## config.mk

```make
export PLATFORM = sky130hd
export DESIGN_NAME = vizq_tracker
export DESIGN_NICKNAME = d
export VERILOG_FILES = /design/src/rtl/vizq_pkg.sv /design/src/rtl/vizq_status_bank.sv /design/src/rtl/vizq_query_ctl.sv /design/src/rtl/vizq_draw_gate.sv /design/src/rtl/vizq_tracker.sv
export SDC_FILE = /design/constraint.sdc
export NUM_CORES = 1
export LEC_CHECK = 0
export BUFFER_PORTS_ARGS = -buffer_cell sky130_fd_sc_hd__buf_2
export CAP_MARGIN = 25
export CORE_UTILIZATION = 40
export DETAILED_ROUTE_END_ITERATION = 8
export PLACE_DENSITY = 0.66
export SYNTH_ARGS = -nofsm -noshare
export SYNTH_HDL_FRONTEND = slang
export SYNTH_SLANG_ARGS = --single-unit
```

## constraint.sdc

```tcl
create_clock -name clk -period 5.4 [get_ports clk]
set_clock_uncertainty 0.1 [all_clocks]
set_input_delay 1.08 -clock clk [delete_from_list [all_inputs] [get_ports clk]]
set_output_delay 1.08 -clock clk [all_outputs]
set_load 0.005 [all_outputs]
```

## src/rtl/vizq_pkg.sv

```systemverilog
package vizq_pkg;
  // Packet word decode positions
  localparam int unsigned OP_BIT    = 8;
  localparam int unsigned USE_BIT   = 8;
  // Control register layout
  localparam int unsigned CTRL_W    = 9;
  localparam int unsigned CTL_ENA   = 0;
  localparam int unsigned CTL_KILL  = 7;
  localparam int unsigned CTL_DET   = 8;

  typedef enum logic [1:0] {
    RA_CTRL  = 2'd0,
    RA_STAT0 = 2'd1,
    RA_STAT1 = 2'd2,
    RA_SPARE = 2'd3
  } reg_addr_e;
endpackage

```

## src/rtl/vizq_status_bank.sv

```systemverilog
module vizq_status_bank #(
  parameter int unsigned ID_W   = 6,
  parameter int unsigned WORD_W = 32
) (
  input  logic                               clk,
  input  logic                               rst,
  input  logic                               wr_en,
  input  logic [ID_W-1:0]                    wr_id,
  input  logic                               wr_val,
  input  logic [ID_W-1:0]                    rd_id,
  output logic                               rd_bit,
  output logic [(1<<ID_W)-1:0]               words
);
  localparam int unsigned NUM_IDS = 1 << ID_W;
  localparam int unsigned NWORDS  = NUM_IDS / WORD_W;
  localparam int unsigned BIT_W   = $clog2(WORD_W);
  localparam int unsigned SEL_W   = ID_W - BIT_W;

  logic [WORD_W-1:0] word_q [NWORDS];

  for (genvar w = 0; w < NWORDS; w++) begin : g_word
    always_ff @(posedge clk) begin
      if (rst) begin
        word_q[w] <= '0;
      end else if (wr_en && (wr_id[ID_W-1:BIT_W] == SEL_W'(w))) begin
        word_q[w][wr_id[BIT_W-1:0]] <= wr_val;
      end
    end
    assign words[w*WORD_W +: WORD_W] = word_q[w];
  end

  assign rd_bit = words[rd_id];

  // An end commit lands its value in the addressed bit.
  assert_commit_lands_R4: assert property (@(posedge clk) disable iff (rst)
    wr_en |=> (words[$past(wr_id)] == $past(wr_val)));
endmodule

```

## src/rtl/vizq_query_ctl.sv

```systemverilog
module vizq_query_ctl #(
  parameter int unsigned ID_W   = 6,
  parameter int unsigned PKT_W  = 32,
  parameter int unsigned OP_BIT = vizq_pkg::OP_BIT
) (
  input  logic             clk,
  input  logic             rst,
  input  logic             q_valid,
  input  logic [PKT_W-1:0] q_word,
  input  logic             sample_vis,
  output logic             evt_start,
  output logic             evt_end,
  output logic             commit_en,
  output logic [ID_W-1:0]  commit_id,
  output logic             commit_val
);
  logic flag_q, active_q;
  logic do_begin, do_end;

  assign do_begin   = q_valid && !q_word[OP_BIT];
  assign do_end     = q_valid &&  q_word[OP_BIT];
  assign commit_en  = do_end;
  assign commit_id  = q_word[ID_W-1:0];
  assign commit_val = flag_q || (active_q && sample_vis);

  always_ff @(posedge clk) begin
    if (rst) begin
      flag_q    <= 1'b0;
      active_q  <= 1'b0;
      evt_start <= 1'b0;
      evt_end   <= 1'b0;
    end else begin
      evt_start <= do_begin;
      evt_end   <= do_end;
      if (do_begin) begin
        flag_q   <= 1'b0;
        active_q <= 1'b1;
      end else begin
        if (active_q && sample_vis) flag_q <= 1'b1;
        if (do_end) active_q <= 1'b0;
      end
    end
  end

  assert_begin_clears_R3: assert property (@(posedge clk) disable iff (rst)
    do_begin |=> !flag_q);

  assert_idle_flag_R3: assert property (@(posedge clk) disable iff (rst)
    (!q_valid && !active_q) |=> $stable(flag_q));

  assert_end_strobe_R2: assert property (@(posedge clk) disable iff (rst)
    do_end |=> (evt_end && !evt_start));
endmodule

```

## src/rtl/vizq_draw_gate.sv

```systemverilog
module vizq_draw_gate #(
  parameter int unsigned ID_W    = 6,
  parameter int unsigned USE_BIT = vizq_pkg::USE_BIT
) (
  input  logic              clk,
  input  logic              rst,
  input  logic              d_valid,
  input  logic [USE_BIT:0]  d_field,
  input  logic              stat_bit,
  output logic [ID_W-1:0]   look_id,
  output logic              draw_go,
  output logic              draw_drop
);
  logic use_q;

  assign look_id = d_field[ID_W-1:0];
  assign use_q   = d_field[USE_BIT];

  always_ff @(posedge clk) begin
    if (rst) begin
      draw_go   <= 1'b0;
      draw_drop <= 1'b0;
    end else begin
      draw_go   <= d_valid && (!use_q || stat_bit);
      draw_drop <= d_valid && use_q && !stat_bit;
    end
  end

  assert_gated_drop_R8: assert property (@(posedge clk) disable iff (rst)
    (d_valid && use_q && !stat_bit) |=> (draw_drop && !draw_go));

  assert_plain_go_R9: assert property (@(posedge clk) disable iff (rst)
    (d_valid && !use_q) |=> (draw_go && !draw_drop));
endmodule

```

## src/rtl/vizq_tracker.sv

```systemverilog
module vizq_tracker #(
  parameter int unsigned ID_W   = 6,
  parameter int unsigned WORD_W = 32,
  parameter int unsigned PKT_W  = 32,
  parameter int unsigned ADDR_W = 2
) (
  input  logic              clk,
  input  logic              rst,
  input  logic              qpkt_valid,
  input  logic [PKT_W-1:0]  qpkt_word,
  input  logic              draw_valid,
  input  logic [PKT_W-1:0]  draw_word,
  input  logic              sample_visible,
  input  logic              reg_wr,
  input  logic              reg_rd,
  input  logic [ADDR_W-1:0] reg_addr,
  input  logic [WORD_W-1:0] reg_wdata,
  output logic [WORD_W-1:0] reg_rdata,
  output logic              evt_start,
  output logic              evt_end,
  output logic              draw_go,
  output logic              draw_drop,
  output logic              pix_kill
);
  import vizq_pkg::*;

  localparam int unsigned NUM_IDS = 1 << ID_W;
  localparam int unsigned NWORDS  = NUM_IDS / WORD_W;

  logic                  commit_en, commit_val, stat_bit;
  logic [ID_W-1:0]       commit_id, look_id;
  logic [NUM_IDS-1:0]    stat_words;
  logic [CTRL_W-1:0]     ctrl_q;
  logic [WORD_W-1:0]     rd_mux;
  logic                  ctrl_wr;

  vizq_query_ctl #(.ID_W(ID_W), .PKT_W(PKT_W)) u_qctl (
    .clk(clk), .rst(rst),
    .q_valid(qpkt_valid), .q_word(qpkt_word), .sample_vis(sample_visible),
    .evt_start(evt_start), .evt_end(evt_end),
    .commit_en(commit_en), .commit_id(commit_id), .commit_val(commit_val)
  );

  vizq_status_bank #(.ID_W(ID_W), .WORD_W(WORD_W)) u_bank (
    .clk(clk), .rst(rst),
    .wr_en(commit_en), .wr_id(commit_id), .wr_val(commit_val),
    .rd_id(look_id), .rd_bit(stat_bit), .words(stat_words)
  );

  vizq_draw_gate #(.ID_W(ID_W)) u_gate (
    .clk(clk), .rst(rst),
    .d_valid(draw_valid), .d_field(draw_word[USE_BIT:0]), .stat_bit(stat_bit),
    .look_id(look_id), .draw_go(draw_go), .draw_drop(draw_drop)
  );

  assign ctrl_wr = reg_wr && (reg_addr == ADDR_W'(RA_CTRL));

  // Control register and the pixel-kill level it drives
  always_ff @(posedge clk) begin
    if (rst) begin
      ctrl_q   <= '0;
      pix_kill <= 1'b0;
    end else if (ctrl_wr) begin
      ctrl_q   <= reg_wdata[CTRL_W-1:0];
      pix_kill <= reg_wdata[CTL_ENA] && reg_wdata[CTL_KILL];
    end
  end

  // Read mux: control at 0, status words from 1 upward, zero elsewhere
  always_comb begin
    rd_mux = '0;
    if (reg_addr == ADDR_W'(RA_CTRL)) rd_mux = WORD_W'(ctrl_q);
    for (int k = 0; k < NWORDS; k++) begin
      if (reg_addr == ADDR_W'(k + 1)) rd_mux = stat_words[k*WORD_W +: WORD_W];
    end
  end

  always_ff @(posedge clk) begin
    if (rst) reg_rdata <= '0;
    else if (reg_rd) reg_rdata <= rd_mux;
  end

  assert_pixkill_follow_R7: assert property (@(posedge clk) disable iff (rst)
    ctrl_wr |=> (pix_kill == ($past(reg_wdata[CTL_ENA]) && $past(reg_wdata[CTL_KILL]))));

  assert_ones_kill_R6: assert property (@(posedge clk) disable iff (rst)
    (ctrl_wr && (reg_wdata == '1)) |=> pix_kill);

  assert_spare_zero_R10: assert property (@(posedge clk) disable iff (rst)
    (reg_rd && reg_addr == ADDR_W'(RA_SPARE)) |=> (reg_rdata == '0));

  assert_zero_word_begin_R2: assert property (@(posedge clk) disable iff (rst)
    (qpkt_valid && qpkt_word == '0) |=> evt_start);

  assert_zero_draw_go_R9: assert property (@(posedge clk) disable iff (rst)
    (draw_valid && draw_word == '0) |=> draw_go);
endmodule

```

==> run metrics, run 1 <==
Mean Syn Cell Area=10.2 sq um; nets@finish=679; Highest Clock Rate=0.337 GHz; Syn Inst Count=541; Initial Utilization=0.414; post_cts resized=0; status=finished, final reports clean; number of synthesized register bits=112; most area-hungry cell type in the Yosys netlist=edfxtp_1; Critical Path Fanout Max=30; crit path DAT=3.17 ns; DRT Wirelength=13.0 mm; min-delay worst type=flip-flop to flip-flop; slowest cell delay on critical path=0.64 ns; Slew HR=0.345; part of the cycle the worst path needs=0.550; FFs w/ async S/R, synth=0; CTS max path bufs=2; peak supply drop=0.170 mV; cts bufs inserted=9; core box area=13300 sq um; CP startpoint kind=primary input; Critical Path Slowest Stage Cell=mux4_1; initial DRC count=372; Final Setup Violations=0; Post-synth EDFFs=64; final hold vios=0; Die Span Y=119 um; die width=119 um; worst r2r path cells=4; Port-buffer cells=68; wire per inst=17.2 um; number of global-route vias before repair=3912; Synth cell types=42; Skew-Pair Late Insertion Delay=0.36 ns; first-pass GRT wire length=20.9 mm; reg2reg start=u_qctl.active_q; RSZ-0062 raised after global routing=false; pwr/cell area=298 nW/um^2; vias per inst=5.55; post-synthesis sequential area ratio=0.522; Post-CTS Setup Bufs=0; min cycle time layout=2.97 ns; row count=42; CTS tree=yes; ANT nets after route=0; Post-Synthesis Net Count=646; Pleak=0.00234 uW; worst hold start=pix_kill; CP required=5.60 ns; remaining routing DRC violations=0; crit-path cells=buf_2 -> mux4_1 -> mux2i_1 -> o32ai_1 -> o22ai_1 -> and3b_1; Max Slew Vio Count=0; DRT Pass-1 Iters=7; Total Neg Setup Slack=0 ns; Setup CP Type=primary input to flip-flop; ANT cells=0; worst setup path startpoint=draw_word[0]; DP Area=5910 sq um; grt ovf=0; Clock Sinks=112; Main synth FF type=edfxtp_1; Root Driver=clkbuf_16; most frequent cells in the layout=nor2_1, buf_2, edfxtp_1; post-route insts no fill=755; GPL Wtd Cong=0.801; initial antenna violation count=0; area delta synth->final=12.7%; Cell Area, Synth=5520 sq um; max-cap violations=0; reg-to-reg critical path endpoint=u_bank.word_q[0][23]; Least-Margin Pin Slew=0.982 ns; placed cells=739; Clock transition at path regs=0.07 ns; commonest non-fill, non-tap cell in the layout=nor2_1; fin area=6220 sq um; Syn. warnings=0; Synth top area share=0.348; power consumption=1850 uW; top post-synthesis cells by area=edfxtp_1, dfxtp_1, nor2_1, mux2i_1, o21bai_1; gr usage total=0.190; DP Wirelength=9.44 mm; largest net degree at the start of global routing=109; H-tree levels=3; die area=14300 sq um; Worst Setup EP=u_gate.draw_drop; Crit. End Element=flip-flop; ratio of cells with drive above 1 in the final layout=0.164; io pins=142; via count=4193; Reg2Reg Setup Slack=3.49 ns; CTS Hold Bufs=0
-- logic make-up (layout without fill, tap and decap cells) --
| logic type | after synthesis | in the layout | share of synthesized area |
|---|---|---|---|
| simple gates | 171 | 171 | 0.135 |
| compound gates | 154 | 154 | 0.204 |
| flops | 112 | 112 | 0.522 |
| buf+inv | 55 | 93 | 0.0435 |
| mux | 49 | 49 | 0.0956 |
-- synthesized netlist by cell type, types with 4 or more instances --
library cell and number:
a211oi_1 33, a21o_1 6, a21oi_1 14, a22oi_1 35, clkbuf_1 42, dfxtp_1 48
edfxtp_1 64, inv_1 6, mux2_2 4, mux2i_1 43, nand2_1 17, nand3_1 5
nor2_1 119, nor2b_1 8, o21bai_1 56
-- layer usage --
layer  part of all wire  vias up  wire [um]  GRT usage
met1               0.47     1996       6090      0.263
li1                   -     2041          -          -
met3              0.062       17        805     0.0316
met2               0.45      139       5780      0.293
met4              0.022        0        291     0.0859
met5                  0        -          0          0
-- power by group --
part / switching [uW] / internal (uW)
registers: 22.6 / 935
logic: 107 / 80.1
clock network: 302 / 406
total: 431 / 1420
-- registers in the layout (all words and copies together), names as in the netlist --
signal            flops
u_bank.word_q        64
u_gate.draw_drop      1
pix_kill              1
u_qctl.evt_end        1
ctrl_q                9
u_qctl.active_q       1
u_qctl.evt_start      1
u_qctl.flag_q         1
reg_rdata            32
u_gate.draw_go        1
-- area by class of cell --
class	count	area (sq um)
Clock buffer	12	236
Clock inverter	4	70.1
Fill cell	1227	7130
Inverter	6	22.5
Multi-Input combinational cell	374	2400
Sequential cell	112	2880
Tap cell	176	220
Timing Repair Buffer	71	383
-- critical path: cells and delay by family --
kind                   cells  cell delay (ns)
multiplexers               2             0.90
AND/OR/NAND/NOR            1             0.19
buffers and inverters      1             0.63
AO/OA/AOI/OAI              2             0.37
-- worst min-delay path by stage --
stage	endpoint	slack, ns	depth (start not counted)
after floorplan	ctrl_q[0]	0.36	2
after CTS	pix_kill	0.37	2
final	pix_kill	0.38	2
after detailed placement	pix_kill	0.36	2
after global routing	reg_rdata[12]	0.40	2
after global placement	pix_kill	0.35	2
-- per-stage QoR --
| stage | setup WS (ns) | hold WS (ns) | utilization |
|---|---|---|---|
| after detailed placement | 2.06 | 0.365 | 0.443 |
| final | 2.43 | 0.375 | 0.466 |
| after global placement | 2.11 | 0.352 | 0.441 |
| after global routing | 2.32 | 0.404 | 0.466 |
| after floorplan | 2.74 | 0.360 | - |
| after CTS | 2.44 | 0.374 | 0.466 |
(Power assumes the default switching activity.)
==> run 2, diff against run 1 <==
--- a/config.mk
+++ b/config.mk
@@ -9,7 +9,7 @@
 export CAP_MARGIN = 25
 export CORE_UTILIZATION = 40
 export DETAILED_ROUTE_END_ITERATION = 8
-export PLACE_DENSITY = 0.66
+export PLACE_DENSITY = 0.69
 export SYNTH_ARGS = -nofsm -noshare
 export SYNTH_HDL_FRONTEND = slang
 export SYNTH_SLANG_ARGS = --single-unit
==> constraint.sdc (replaced) <==
create_clock -name clk -period 2.5 [get_ports clk]
set_clock_uncertainty 0.1 [all_clocks]
set_input_delay 0.5 -clock clk [delete_from_list [all_inputs] [get_ports clk]]
set_output_delay 0.5 -clock clk [all_outputs]
set_load 0.005 [all_outputs]
==> run metrics, run 2 (synthesis gave the netlist of run 1 again) <==
status=finished, final reports clean (unchanged); pwr/cell area=617 nW/um^2 (was 298 nW/um^2); post_cts resized=0 (unchanged); largest net degree at the start of global routing=112 (was 109); DRT Wirelength=12.9 mm (was 13.0 mm); CTS Hold Bufs=0 (unchanged); gr usage total=0.185 (was 0.190); remaining routing DRC violations=0 (unchanged); reg2reg start=u_bank.word_q[0][7] (was u_qctl.active_q); CTS tree=yes (unchanged); Critical Path Fanout Max=2 (was 30); Post-CTS Setup Bufs=0 (unchanged); Final Setup Violations=0 (unchanged); area delta synth->final=13.3% (was 12.7%); grt ovf=0 (unchanged); Port-buffer cells=68 (unchanged); DP Wirelength=9.56 mm (was 9.44 mm); vias per inst=5.54 (was 5.55); core box area=13300 sq um (unchanged); Setup CP Type=flip-flop to flip-flop (was primary input to flip-flop); CP startpoint kind=flip-flop (was primary input); cts bufs inserted=9 (unchanged); io pins=142 (unchanged); Regs by FF count=u_bank.word_q (64), reg_rdata (32), ctrl_q (9) (unchanged); initial antenna violation count=0 (unchanged); H-tree levels=3 (unchanged); crit path DAT=2.12 ns (was 3.17 ns); clock share of power=0.357 (was 0.382); GPL Wtd Cong=0.844 (was 0.801); die width=119 um (unchanged); CTS max path bufs=2 (unchanged); sequential share of power=0.536 (was 0.517); Total Neg Setup Slack=0 ns (unchanged); FILL cells=1234 (was 1227); Root Driver=clkbuf_16 (unchanged); min-delay worst type=primary input to flip-flop (was flip-flop to flip-flop); initial DRC count=311 (was 372); nets@finish=688 (was 679); Max Slew Vio Count=0 (unchanged); die area=14300 sq um (unchanged); Clock Sinks=112 (unchanged); row count=42 (unchanged); worst hold start=qpkt_word[8] (was pix_kill); Logic pwr share=0.106 (was 0.101); most flop-heavy register=u_bank.word_q (unchanged); via count=4232 (was 4193); peak supply drop=0.316 mV (was 0.170 mV); CP required=2.70 ns (was 5.60 ns); ratio of cells with drive above 1 in the final layout=0.180 (was 0.164); max-cap violations=0 (unchanged); wire per inst=16.8 um (was 17.2 um); ANT nets after route=0 (unchanged); DRT Pass-1 Iters=5 (was 7); max reg flops=64 (unchanged); Slew HR=0.342 (was 0.345); Psw=947 uW (was 431 uW); Pleak=0.00237 uW (was 0.00234 uW); first-pass GRT wire length=20.4 mm (was 20.9 mm); final core occ=0.468 (was 0.466); Least-Margin Pin Slew=0.986 ns (was 0.982 ns); Highest Clock Rate=0.519 GHz; most frequent cells in the layout=nor2_1, buf_2, edfxtp_1 (unchanged); Die Span Y=119 um (unchanged); RSZ-0062 raised after global routing=false (unchanged); Skew-Pair Late Insertion Delay=0.36 ns (about the same); Initial Utilization=0.414 (unchanged); internal power=2910 uW (was 1420 uW); part of the cycle the worst path needs=0.771; min cycle time layout=1.93 ns; Clock transition at path regs=0.07 ns (about the same); ANT cells=0 (unchanged); Crit. End Element=flip-flop (unchanged); sw frac=0.246 (was 0.233); final hold vios=0 (unchanged); commonest non-fill, non-tap cell in the layout=nor2_1 (unchanged); worst setup path startpoint=u_bank.word_q[0][7] (was draw_word[0]); number of global-route vias before repair=4054 (was 3912)
run 2: cell count changes in the layout (fill, tap and decap cells not counted), moves of 2 or more:
cell,before,now
buf_4,2,11
bufinv_16,2,0
clkbuf_1,3,1
inv_6,0,3
run 2: routing by layer:
metal / part of all wire / track usage
met5: 0 / 0
met4: 0.016 / 0.0602
met3: 0.083 / 0.0594
met2: 0.45 / 0.288
met1: 0.45 / 0.241
run 2: layout make-up:
type	count	area [sq um]	area share
tap	176	220	0.0352
multi-input combinational	374	2400	0.385
sequential	112	2880	0.461
clock inverter	5	36.3	0.00580
clock buffer	11	243	0.0388
timing repair buffer	80	443	0.0708
inverter	6	22.5	0.00360
run 2: power groups by stage:
| stage | Combinational [uW] | Sequential [uW] | Clock, uW |
|---|---|---|---|
| after floorplan | 283 | 2090 | 0 |
| after global placement | 393 | 2100 | 0 |
| after detailed placement | 410 | 2110 | 0 |
| after CTS | 410 | 2070 | 1400 |
| after global routing | 452 | 2080 | 1460 |
| final | 411 | 2070 | 1380 |
run 2: worst max-delay path, cell delays in order (launching register included):
cell	delay [ns]
edfxtp_1	0.44
mux4_1	0.49
mux2i_1	0.29
o32ai_1	0.12
o22ai_1	0.25
and3b_1	0.19
run 2: per-stage QoR:
| step | hold slack, ns | cells | area, sq um | setup WS, ns | power, uW |
|---|---|---|---|---|---|
| after CTS | 0.226 | 764 | 6250 | 0.627 | 3870 |
| final | 0.232 | 764 | 6250 | 0.572 | 3860 |
| after floorplan | 0.360 | 541 | 5520 | 0.420 | 2380 |
| after global routing | 0.251 | 764 | 6250 | 0.411 | 3980 |
| after global placement | 0.351 | 748 | 5970 | 0.300 | 2500 |
| after detailed placement | 0.366 | 748 | 5970 | 0.259 | 2520 |
run 2: path summary, 6_finish.rpt:
path,endpoint,slack (ns),depth (start not counted)
worst max register to register,u_gate.draw_drop,0.57,5
worst min register to register,pix_kill,0.37,2
worst min-delay path,u_qctl.evt_start,0.23,2
worst max-delay path,u_gate.draw_drop,0.57,5
